$ cat config.mk
export PLATFORM = sky130hd
export DESIGN_NAME = split_remap_unit
export DESIGN_NICKNAME = d
export VERILOG_FILES = /design/src/rtl/split_remap_pkg.sv /design/src/rtl/split_remap_regs.sv /design/src/rtl/split_remap_mod.sv /design/src/rtl/split_remap_decode.sv /design/src/rtl/split_remap_unit.sv
export SDC_FILE = /design/constraint.sdc
export NUM_CORES = 1
export LEC_CHECK = 0
export ABC_AREA = 1
export CELL_PAD_IN_SITES_DETAIL_PLACEMENT = 1
export CELL_PAD_IN_SITES_GLOBAL_PLACEMENT = 1
export CORE_AREA = 5 5 64 95
export CTS_CLUSTER_SIZE = 16
export DETAILED_ROUTE_END_ITERATION = 6
export DIE_AREA = 0 0 69 100
export HOLD_SLACK_MARGIN = 0.1
export MAX_ROUTING_LAYER = met4
export PLACE_DENSITY_LB_ADDON = 0.2
export SLEW_MARGIN = 20
export SYNTH_ARGS = -nofsm -noshare
export SYNTH_HDL_FRONTEND = slang
export SYNTH_SLANG_ARGS = --single-unit
export TNS_END_PERCENT = 50
$ cat constraint.sdc
create_clock -name clk -period 2.55 [get_ports clk]
set_input_delay 0.51 -clock clk [delete_from_list [all_inputs] [get_ports clk]]
set_output_delay 0.51 -clock clk [all_outputs]
set_load 0.03 [all_outputs]
$ cat src/rtl/split_remap_pkg.sv
package split_remap_pkg;

    localparam int REG_W = 8;

    // control register bit positions
    localparam int CTL_ROM_BIT   = 1;
    localparam int CTL_LOW_BIT   = 2;
    localparam int CTL_NOSPL_BIT = 3;

    localparam logic [REG_W-1:0] BASE_RST = 8'h00;
    localparam logic [REG_W-1:0] CTL_RST  = 8'h02;
    localparam logic [REG_W-1:0] IDLE_RD  = 8'hFF;

    // window constants (20-bit, below 1 MB)
    localparam logic [19:0] LOW_END_SHORT = 20'h80000;
    localparam logic [19:0] LOW_END_LONG  = 20'hA0000;
    localparam logic [19:0] TOP_WIN_LO    = 20'hE0000;
    localparam logic [19:0] SPL_SIZE_BIG  = 20'h60000;
    localparam logic [19:0] SPL_SIZE_SML  = 20'h40000;

    typedef struct packed {
        logic [REG_W-1:0] base;
        logic [REG_W-1:0] ctl;
    } remap_regs_t;

endpackage

$ cat src/rtl/split_remap_regs.sv
module split_remap_regs
    import split_remap_pkg::*;
#(
    parameter int RA_W = 2
) (
    input  logic             clk,
    input  logic             rst_n,
    input  logic [RA_W-1:0]  reg_addr,
    input  logic             reg_wr,
    input  logic [REG_W-1:0] reg_wdata,
    output logic [REG_W-1:0] reg_rdata,
    output logic [3:0]       base_mb,
    output logic             ctl_rom,
    output logic             ctl_low,
    output logic             ctl_nospl
);

    localparam logic [RA_W-1:0] IDX_BASE = RA_W'(0);
    localparam logic [RA_W-1:0] IDX_CTL  = RA_W'(1);

    remap_regs_t regs_d, regs_q;

    always_comb begin
        regs_d = regs_q;
        if (reg_wr) begin
            if (reg_addr == IDX_BASE) regs_d.base = reg_wdata;
            if (reg_addr == IDX_CTL)  regs_d.ctl  = reg_wdata;
        end
    end

    always_ff @(posedge clk) begin
        if (!rst_n) begin
            regs_q.base <= BASE_RST;
            regs_q.ctl  <= CTL_RST;
        end else begin
            regs_q <= regs_d;
        end
    end

    always_comb begin
        if (reg_addr == IDX_BASE)     reg_rdata = regs_q.base;
        else if (reg_addr == IDX_CTL) reg_rdata = regs_q.ctl;
        else                          reg_rdata = IDLE_RD;
    end

    assign base_mb   = regs_q.base[3:0];
    assign ctl_rom   = regs_q.ctl[CTL_ROM_BIT];
    assign ctl_low   = regs_q.ctl[CTL_LOW_BIT];
    assign ctl_nospl = regs_q.ctl[CTL_NOSPL_BIT];

endmodule

$ cat src/rtl/split_remap_mod.sv
module split_remap_mod #(
    parameter int ADDR_W = 24
) (
    input  logic [ADDR_W-1:0] addr,
    input  logic              big,
    output logic [18:0]       offset
);

    // 384 KB = 3 x 128 KB: fold bits above 17 modulo 3
    localparam int UP_W = ADDR_W - 17;

    function automatic logic [1:0] fold3(input logic [UP_W-1:0] v);
        logic [1:0] r;
        r = 2'd0;
        for (int i = UP_W - 1; i >= 0; i--) begin
            case ({r, v[i]})
                3'b000:  r = 2'd0;
                3'b001:  r = 2'd1;
                3'b010:  r = 2'd2;
                3'b011:  r = 2'd0;
                3'b100:  r = 2'd1;
                3'b101:  r = 2'd2;
                default: r = 2'd0;
            endcase
        end
        return r;
    endfunction

    logic [1:0] chunk;

    always_comb begin
        chunk = fold3(addr[ADDR_W-1:17]);
        if (big) offset = {chunk, addr[16:0]};
        else     offset = {1'b0, addr[17:0]};
    end

endmodule

$ cat src/rtl/split_remap_decode.sv
module split_remap_decode
    import split_remap_pkg::*;
#(
    parameter int ADDR_W = 24
) (
    input  logic [ADDR_W-1:0] cpu_addr,
    input  logic              cpu_rd,
    input  logic              cpu_wr,
    input  logic [3:0]        base_mb,
    input  logic              ctl_rom,
    input  logic              ctl_low,
    input  logic              ctl_nospl,
    output logic [ADDR_W-1:0] phys_addr,
    output logic              sel_low,
    output logic              sel_split,
    output logic              sel_rom,
    output logic              sel_shadow,
    output logic              wr_inhibit
);

    localparam int HI_W = ADDR_W - 20;

    logic [18:0]     offset;
    logic [19:0]     spl_phys;
    logic [19:0]     spl_size;
    logic [19:0]     low_end;
    logic [HI_W-1:0] base_ext;
    logic            below_mb, in_low, in_top, in_split, access, do_rd;

    split_remap_mod #(.ADDR_W(ADDR_W)) u_mod (
        .addr   (cpu_addr),
        .big    (ctl_low),
        .offset (offset)
    );

    always_comb begin
        base_ext = HI_W'(base_mb);
        below_mb = (cpu_addr[ADDR_W-1:20] == '0);
        low_end  = ctl_low ? LOW_END_SHORT : LOW_END_LONG;
        spl_size = ctl_low ? SPL_SIZE_BIG  : SPL_SIZE_SML;
        spl_phys = (ctl_low ? LOW_END_SHORT : LOW_END_LONG) + {1'b0, offset};

        in_low   = below_mb && (cpu_addr[19:0] < low_end);
        in_top   = below_mb && (cpu_addr[19:0] >= TOP_WIN_LO);
        in_split = !ctl_nospl && (cpu_addr[ADDR_W-1:20] == base_ext)
                   && (cpu_addr[19:0] < spl_size) && !in_low && !in_top;

        access = cpu_rd || cpu_wr;
        do_rd  = cpu_rd && !cpu_wr;

        sel_low    = access && in_low;
        sel_split  = access && in_split;
        sel_rom    = do_rd && in_top && ctl_rom;
        sel_shadow = in_top && ((do_rd && !ctl_rom) || (cpu_wr && ctl_rom));
        wr_inhibit = cpu_wr && in_top && !ctl_rom;

        phys_addr = in_split ? ADDR_W'(spl_phys) : cpu_addr;
    end

endmodule

$ cat src/rtl/split_remap_unit.sv
module split_remap_unit
    import split_remap_pkg::*;
#(
    parameter int ADDR_W = 24,
    parameter int RA_W   = 2
) (
    input  logic              clk,
    input  logic              rst_n,
    input  logic [RA_W-1:0]   reg_addr,
    input  logic              reg_wr,
    input  logic [7:0]        reg_wdata,
    output logic [7:0]        reg_rdata,
    input  logic [ADDR_W-1:0] cpu_addr,
    input  logic              cpu_rd,
    input  logic              cpu_wr,
    output logic [ADDR_W-1:0] phys_addr,
    output logic              sel_low,
    output logic              sel_split,
    output logic              sel_rom,
    output logic              sel_shadow,
    output logic              wr_inhibit
);

    logic [3:0] base_mb;
    logic       ctl_rom, ctl_low, ctl_nospl;

    split_remap_regs #(.RA_W(RA_W)) u_regs (
        .clk       (clk),
        .rst_n     (rst_n),
        .reg_addr  (reg_addr),
        .reg_wr    (reg_wr),
        .reg_wdata (reg_wdata),
        .reg_rdata (reg_rdata),
        .base_mb   (base_mb),
        .ctl_rom   (ctl_rom),
        .ctl_low   (ctl_low),
        .ctl_nospl (ctl_nospl)
    );

    split_remap_decode #(.ADDR_W(ADDR_W)) u_dec (
        .cpu_addr   (cpu_addr),
        .cpu_rd     (cpu_rd),
        .cpu_wr     (cpu_wr),
        .base_mb    (base_mb),
        .ctl_rom    (ctl_rom),
        .ctl_low    (ctl_low),
        .ctl_nospl  (ctl_nospl),
        .phys_addr  (phys_addr),
        .sel_low    (sel_low),
        .sel_split  (sel_split),
        .sel_rom    (sel_rom),
        .sel_shadow (sel_shadow),
        .wr_inhibit (wr_inhibit)
    );

endmodule

Word-level counts from Yosys, hierarchy flattened
Index checks and enable logic that the tools add are counted.

storage, ports and cells
  register bits = 16
  logic and storage cells = 85

cells by class
  magnitude comparators = 3
  eq/ne operators = 26
  add/sub/neg operators = 1
  mux-type cells = 13
  bitwise logic cells = 1
  reductions and logical operators = 39

operators by type and width
  kind                    count
  $lt A20 B20 Y1          2
  $eq A3 B3 Y1 const B    12
  $mux W18                2
  $pmux W2 S2             7
  $mux W24                1
  $reduce_or A2 Y1        12
  $add A20 B19 Y20        1
  $ge A20 B20 Y1 const B  1
  $mux W19                1
  $eq A3 B1 Y1 const B    6
  $eq A3 B2 Y1 const B    6
  $logic_and A1 B1 Y1     16
  $mux W8                 2
  $logic_not A1 Y1        5
  $eq A4 B4 Y1            1
  $logic_not A4 Y1        1
  $reduce_and A2 Y1       2
  $eq A2 B1 Y1 const B    1
  $logic_not A2 Y1        1
  $logic_or A1 B1 Y1      2
  $not A1 Y1              1

Depth between registers and ports, before layout
  depth after elaboration = 23
  gate-level depth with buffers = 15

By module
From an unflattened synthesis, not the netlist that was laid out.

unflattened totals
  cell total of the unflattened synthesis = 335
  area total of the unflattened synthesis = 2122.0 sq um

by module, submodules not included
  module              instances  seq. area each (sq um)  area each (sq um)  cells each
  split_remap_decode  1          0.0                     905.9              147
  split_remap_regs    1          320.3                   877.1              128
  split_remap_mod     1          0.0                     339.1              60

Worst setup path after synthesis
Ideal clock, no wire load.

  path kind = input -> output
  from = input port cpu_addr[23]
  to = output port phys_addr[19]
  arrival = 2.133 ns
  required time = 2.040 ns
  stages on the path = 12
  setup slack = -0.093 ns
  cell sequence = inv_2 -> nand2_1 -> nand2_1 -> nand3_2 -> nand2_2 -> nand2_2 -> nand2_2 -> nand2_2 -> a21oi_1 -> nor2_1 -> ha_1 -> o21ai_0

on the way
  word-level cells in the longest chain between the ends = 23
  elaborated cells between the ends (all ways) = 57
  those cells by class = add/sub (1); eq/ne (25); mux (9); bitwise (1); reduce/logical (21)

ends and longest elaborated chain
  what                                        line                      RTL
  start, declared                             split_remap_unit.sv:13    input logic [ADDR_W-1:0] cpu_addr,
  $not A1 Y1                                  split_remap_mod.sv:16     case ({r, v[i]})
  $pmux W2 S2                                 split_remap_mod.sv:16
  $eq A3 B3 Y1, or another cell as far along  split_remap_mod.sv:16
  $reduce_or A2 Y1 (no source line)           n/a
  $pmux W2 S2                                 split_remap_mod.sv:16
  $eq A3 B3 Y1, or another cell as far along  split_remap_mod.sv:16
  $reduce_or A2 Y1 (no source line)           n/a
  $pmux W2 S2                                 split_remap_mod.sv:16
  (+7 left out)                               n/a
  $reduce_or A2 Y1 (no source line)           n/a
  $pmux W2 S2                                 split_remap_mod.sv:16
  $eq A3 B3 Y1, or another cell as far along  split_remap_mod.sv:16
  $reduce_or A2 Y1 (no source line)           n/a
  $pmux W2 S2                                 split_remap_mod.sv:16
  $mux W19                                    split_remap_mod.sv:33     if (big) offset = {chunk, addr[16:0]};
  $add A20 B19 Y20                            split_remap_decode.sv:41  spl_phys = (ctl_low ? LOW_END_SHORT : LOW_END_LONG) + {1'b0, offset};
  $mux W24 *                                  split_remap_decode.sv:57  phys_addr = in_split ? ADDR_W'(spl_phys) : cpu_addr;
  end, declared                               split_remap_unit.sv:16    output logic [ADDR_W-1:0] phys_addr,

Mark *: on every way between the ends. The rest lies on a longest branch, timed or not. The select of a mux whose other input is x is not followed.

Final worst setup path
  from = input port cpu_addr[23]
  to = output port phys_addr[18]

Same word-level chain as after synthesis.

==> flow_summary_export.csv <==
group,metric,value,unit
yosys,netlist-cell-type-count,26,
clock_network,cts_tree,"yes",
pwr,powerDensity,407,nW/um^2
die,die_w,69,um
place,place.gp.congestion,0.732,
route,via_per_inst,4.58,
clock_network,htree_levels,1,
yosys,synth_nets,221,
global_route,grt_util_all_layers,0.120,
clock_network,path_clk_slew,0.06,ns
timing,tightest_slew,0.481,ns
setup_path,cp.required,2.04,ns
hold_path,min_to,"u_regs.regs_q[0]$_SDFFE_PN0P_",
setup_path,r2r_end,"u_regs.ctl_low$_SDFFE_PN0P_",
clock_network,hold_buffers,0,
timing,slew_violations,0,
clock_network,clock_latency,0.25,ns
yosys,syn_area,1150,sq um
yosys,ys_warn_count,0,
final_layout,num-fill-cells,664,
yosys,syn_avg_cell_area,6.38,sq um
global_route,grt_pass1_vias,1453,
die,core-area,5120,sq um
setup_path,critPathMostFrequentCell,"nand2_2",
setup_path,worst_ep_arrival_time,2.04,ns
yosys,synth.top_cell.area_share,0.277,
clock_network,cts_buffers,3,
global_route,antenna_found_initial,0,
route,wl_per_cell,13.4,um
timing,finalSetupViolations,0,
setup_path,crit_fanout,3,
timing,max_freq,0.392,GHz
place,placed_area,1610,sq um
global_route,grt_max_degree,17,
setup_path,path_cells,"buf_12 > clkinv_8 > nand2_4 > nand2_2 > nand2_2 > nand2_2 > nand4_1 > nand2_2 > inv_1 > nand2_2 > a21oi_2 > nor2_1 > ha_1 > nand2_1 > o21ai_1 > buf_4",
timing,fin_skew,0,ns
global_route,grt-ovfl-total,0,
route,drt_iter0_drc,40,
setup_path,ff2ff_path_depth,2,
setup_path,path_delay_family,"simple AND/OR/NAND/NOR gates",
place,dp_hpwl,3140,um
die,die_y,100,um
clock_network,clk_path_buf_depth,2,
route,totalWireLength,4050,um
yosys,synth_seq_cells,16,
run,cap_viol_max_count,0,
pwr,ir_drop,0.381,mV
final_layout,nets,275,
setup_path,crit_buf_inv,4,
die,rows,32,
timing,fin_crit_sh,1.00,
die,start_util,0.225,
setup_path,worstSetupStartpointType,"input port",
final_layout,area_delta_synth_final,65.7,%
hold_path,worstHoldPathCells,2,
clock_network,clock_sinks,16,
yosys,synth_area_leaders,"dfxtp_1 (28%), buf_4 (11%), nor2_1 (9.8%)",
die,die-area,6900,sq um
clock_network,cts_root_buf,"clkbuf_8",
yosys,synth_area_leader_cell,"dfxtp_1",
route,dr.pass1.iters,3,
place,io_buffers,41,
route,drc,0,
timing,slew-limit-headroom,0.679,
timing,rsz0062_at_grt,"true",
timing,finalCriticalPeriod,2.55,ns
status,status,"finished clean",
final_layout,diodes,0,
timing,finalHoldViolCount,0,
die,ios,76,
pwr,p_leak,0.881,nW
hold_path,hp-class,"reg -> reg",
setup_path,path_depth,16,
setup_path,reg2reg_from,"u_regs.ctl_low$_SDFFE_PN0P_",
route,ant_nets,0,
yosys,synthCells,181,
final_layout,final_util,0.373,
setup_path,worst-setup-path-type,"in -> out",
yosys,yosysSeqAreaShare,0.277,
pwr,power,779,uW
setup_path,worstSetupEndpointType,"output port",
final_layout,fin_area,1910,sq um
setup_path,cpMaxStageDelayCell,"ha_1",
global_route,grt_pass1_wl,6690,um
route,via_count,1383,
setup_path,rrSetupSlack,1.87,ns
setup_path,critical-path-max-stage-delay,0.29,ns
final_layout,drive_gt1_frac,0.359,
hold_path,worst_hold_startpoint,"u_regs.regs_q[0]$_SDFFE_PN0P_",
[layout by cell type (no fill, tap or decap), types with 5 or more instances in the layout]
cell             netlist  routed
clkdlybuf4s50_1        0      15
inv_2                  2       5
nor2_1                30      30
nand2_1               18      12
buf_4                 17      37
o21ai_0               17      15
dlygate4sd2_1          0       7
a21oi_1               21      20
inv_1                 23      18
buf_6                  0       6
dfxtp_1               16      16
nand2_4                0       5
nand2_2                7       7
[worst min-delay path, delay by kind of cell, from the launching register on]
| kind | cells | cell delay (ns) |
|---|---|---|
| buffers and inverters | 1 | 0.06 |
| flip-flops | 1 | 0.30 |
| AO/OA/AOI/OAI | 1 | 0.05 |
[cells by family (layout without fill, tap and decap cells)]
family,Yosys count,after routing,synth area share
simple gates,73,73,0.290
compound gates,45,45,0.212
buf+inv,45,98,0.202
flops,16,16,0.277
fa+ha+maj,1,1,0.0108
xor+xnor,1,1,0.00759
[report_power, final]
group | switching [mW] | internal, mW
Sequential | 0.00731 | 0.263
Combinational | 0.156 | 0.126
Clock | 0.0898 | 0.137
[cell type report]
type	instances	area, sq um	area share
multi-input cells	120	728	0.381
repair buffers	68	602	0.315
flip-flops and latches	16	320	0.167
inverters	26	123	0.0641
well taps	68	85.1	0.0445
clock buffers	4	55.1	0.0288
[stage by stage]
step                      setup slack (ns)  cells  TNS (ns)  hold slack, ns
after CTS                          -0.0375    301   -0.0504           0.459
after floorplan                    -0.0520    181   -0.0520           0.429
after global placement              -0.555    289     -3.43           0.446
final                             0.000467    302         0           0.454
after global routing                -0.144    302    -0.278           0.477
after detailed placement            -0.548    289     -3.70           0.449
[synthesized netlist by cell type]
library cell   n
a2111oi_1      1
a211oi_1       2
a21oi_1       21
a21oi_2        1
a22oi_1        2
buf_4         17
clkbuf_1       2
clkinv_1       1
dfxtp_1       16
ha_1           1
inv_1         23
inv_2          2
nand2_1       18
nand2_2        7
nand3_1        7
nand3_2        1
nand4_1        4
nor2_1        30
nor2_2         1
nor2_4         1
nor3_1         2
nor4_1         1
o21ai_0       17
o22ai_1        1
or4_1          1
xor2_1         1
[state kept, by name (all words and copies together), names as in the netlist]
| name | flops |
|---|---|
| u_regs.ctl_nospl | 1 |
| u_regs.ctl_rom | 1 |
| u_regs.base_mb | 4 |
| u_regs.ctl_low | 1 |
| u_regs.regs_q | 9 |
[worst max path at each step]
stage,start,endpoint,slack [ns]
finish,cpu_addr[23],phys_addr[18],0.0005
global route,cpu_addr[23],phys_addr[18],-0.14
floorplan,cpu_addr[21],sel_rom,-0.05
CTS,cpu_addr[23],phys_addr[18],-0.04
global placement,cpu_addr[23],phys_addr[18],-0.55
detailed placement,cpu_addr[23],phys_addr[18],-0.55
[timing repair]
action / in CTS / in global routing
gates resized for setup: 57 / 21
setup endpoints to repair: 11 / 5
pin swaps: 17 / 17
buffers inserted: 9 / 1
[metal layers]
layer	up-vias	share of wire	global-route usage
li1	684	-	-
met1	651	0.41	0.128
met2	44	0.54	0.224
met3	4	0.048	0.0220
met4	0	0.0067	0.0346
met5	-	0	-
No activity file was read; power rests on OpenSTA's default activity.
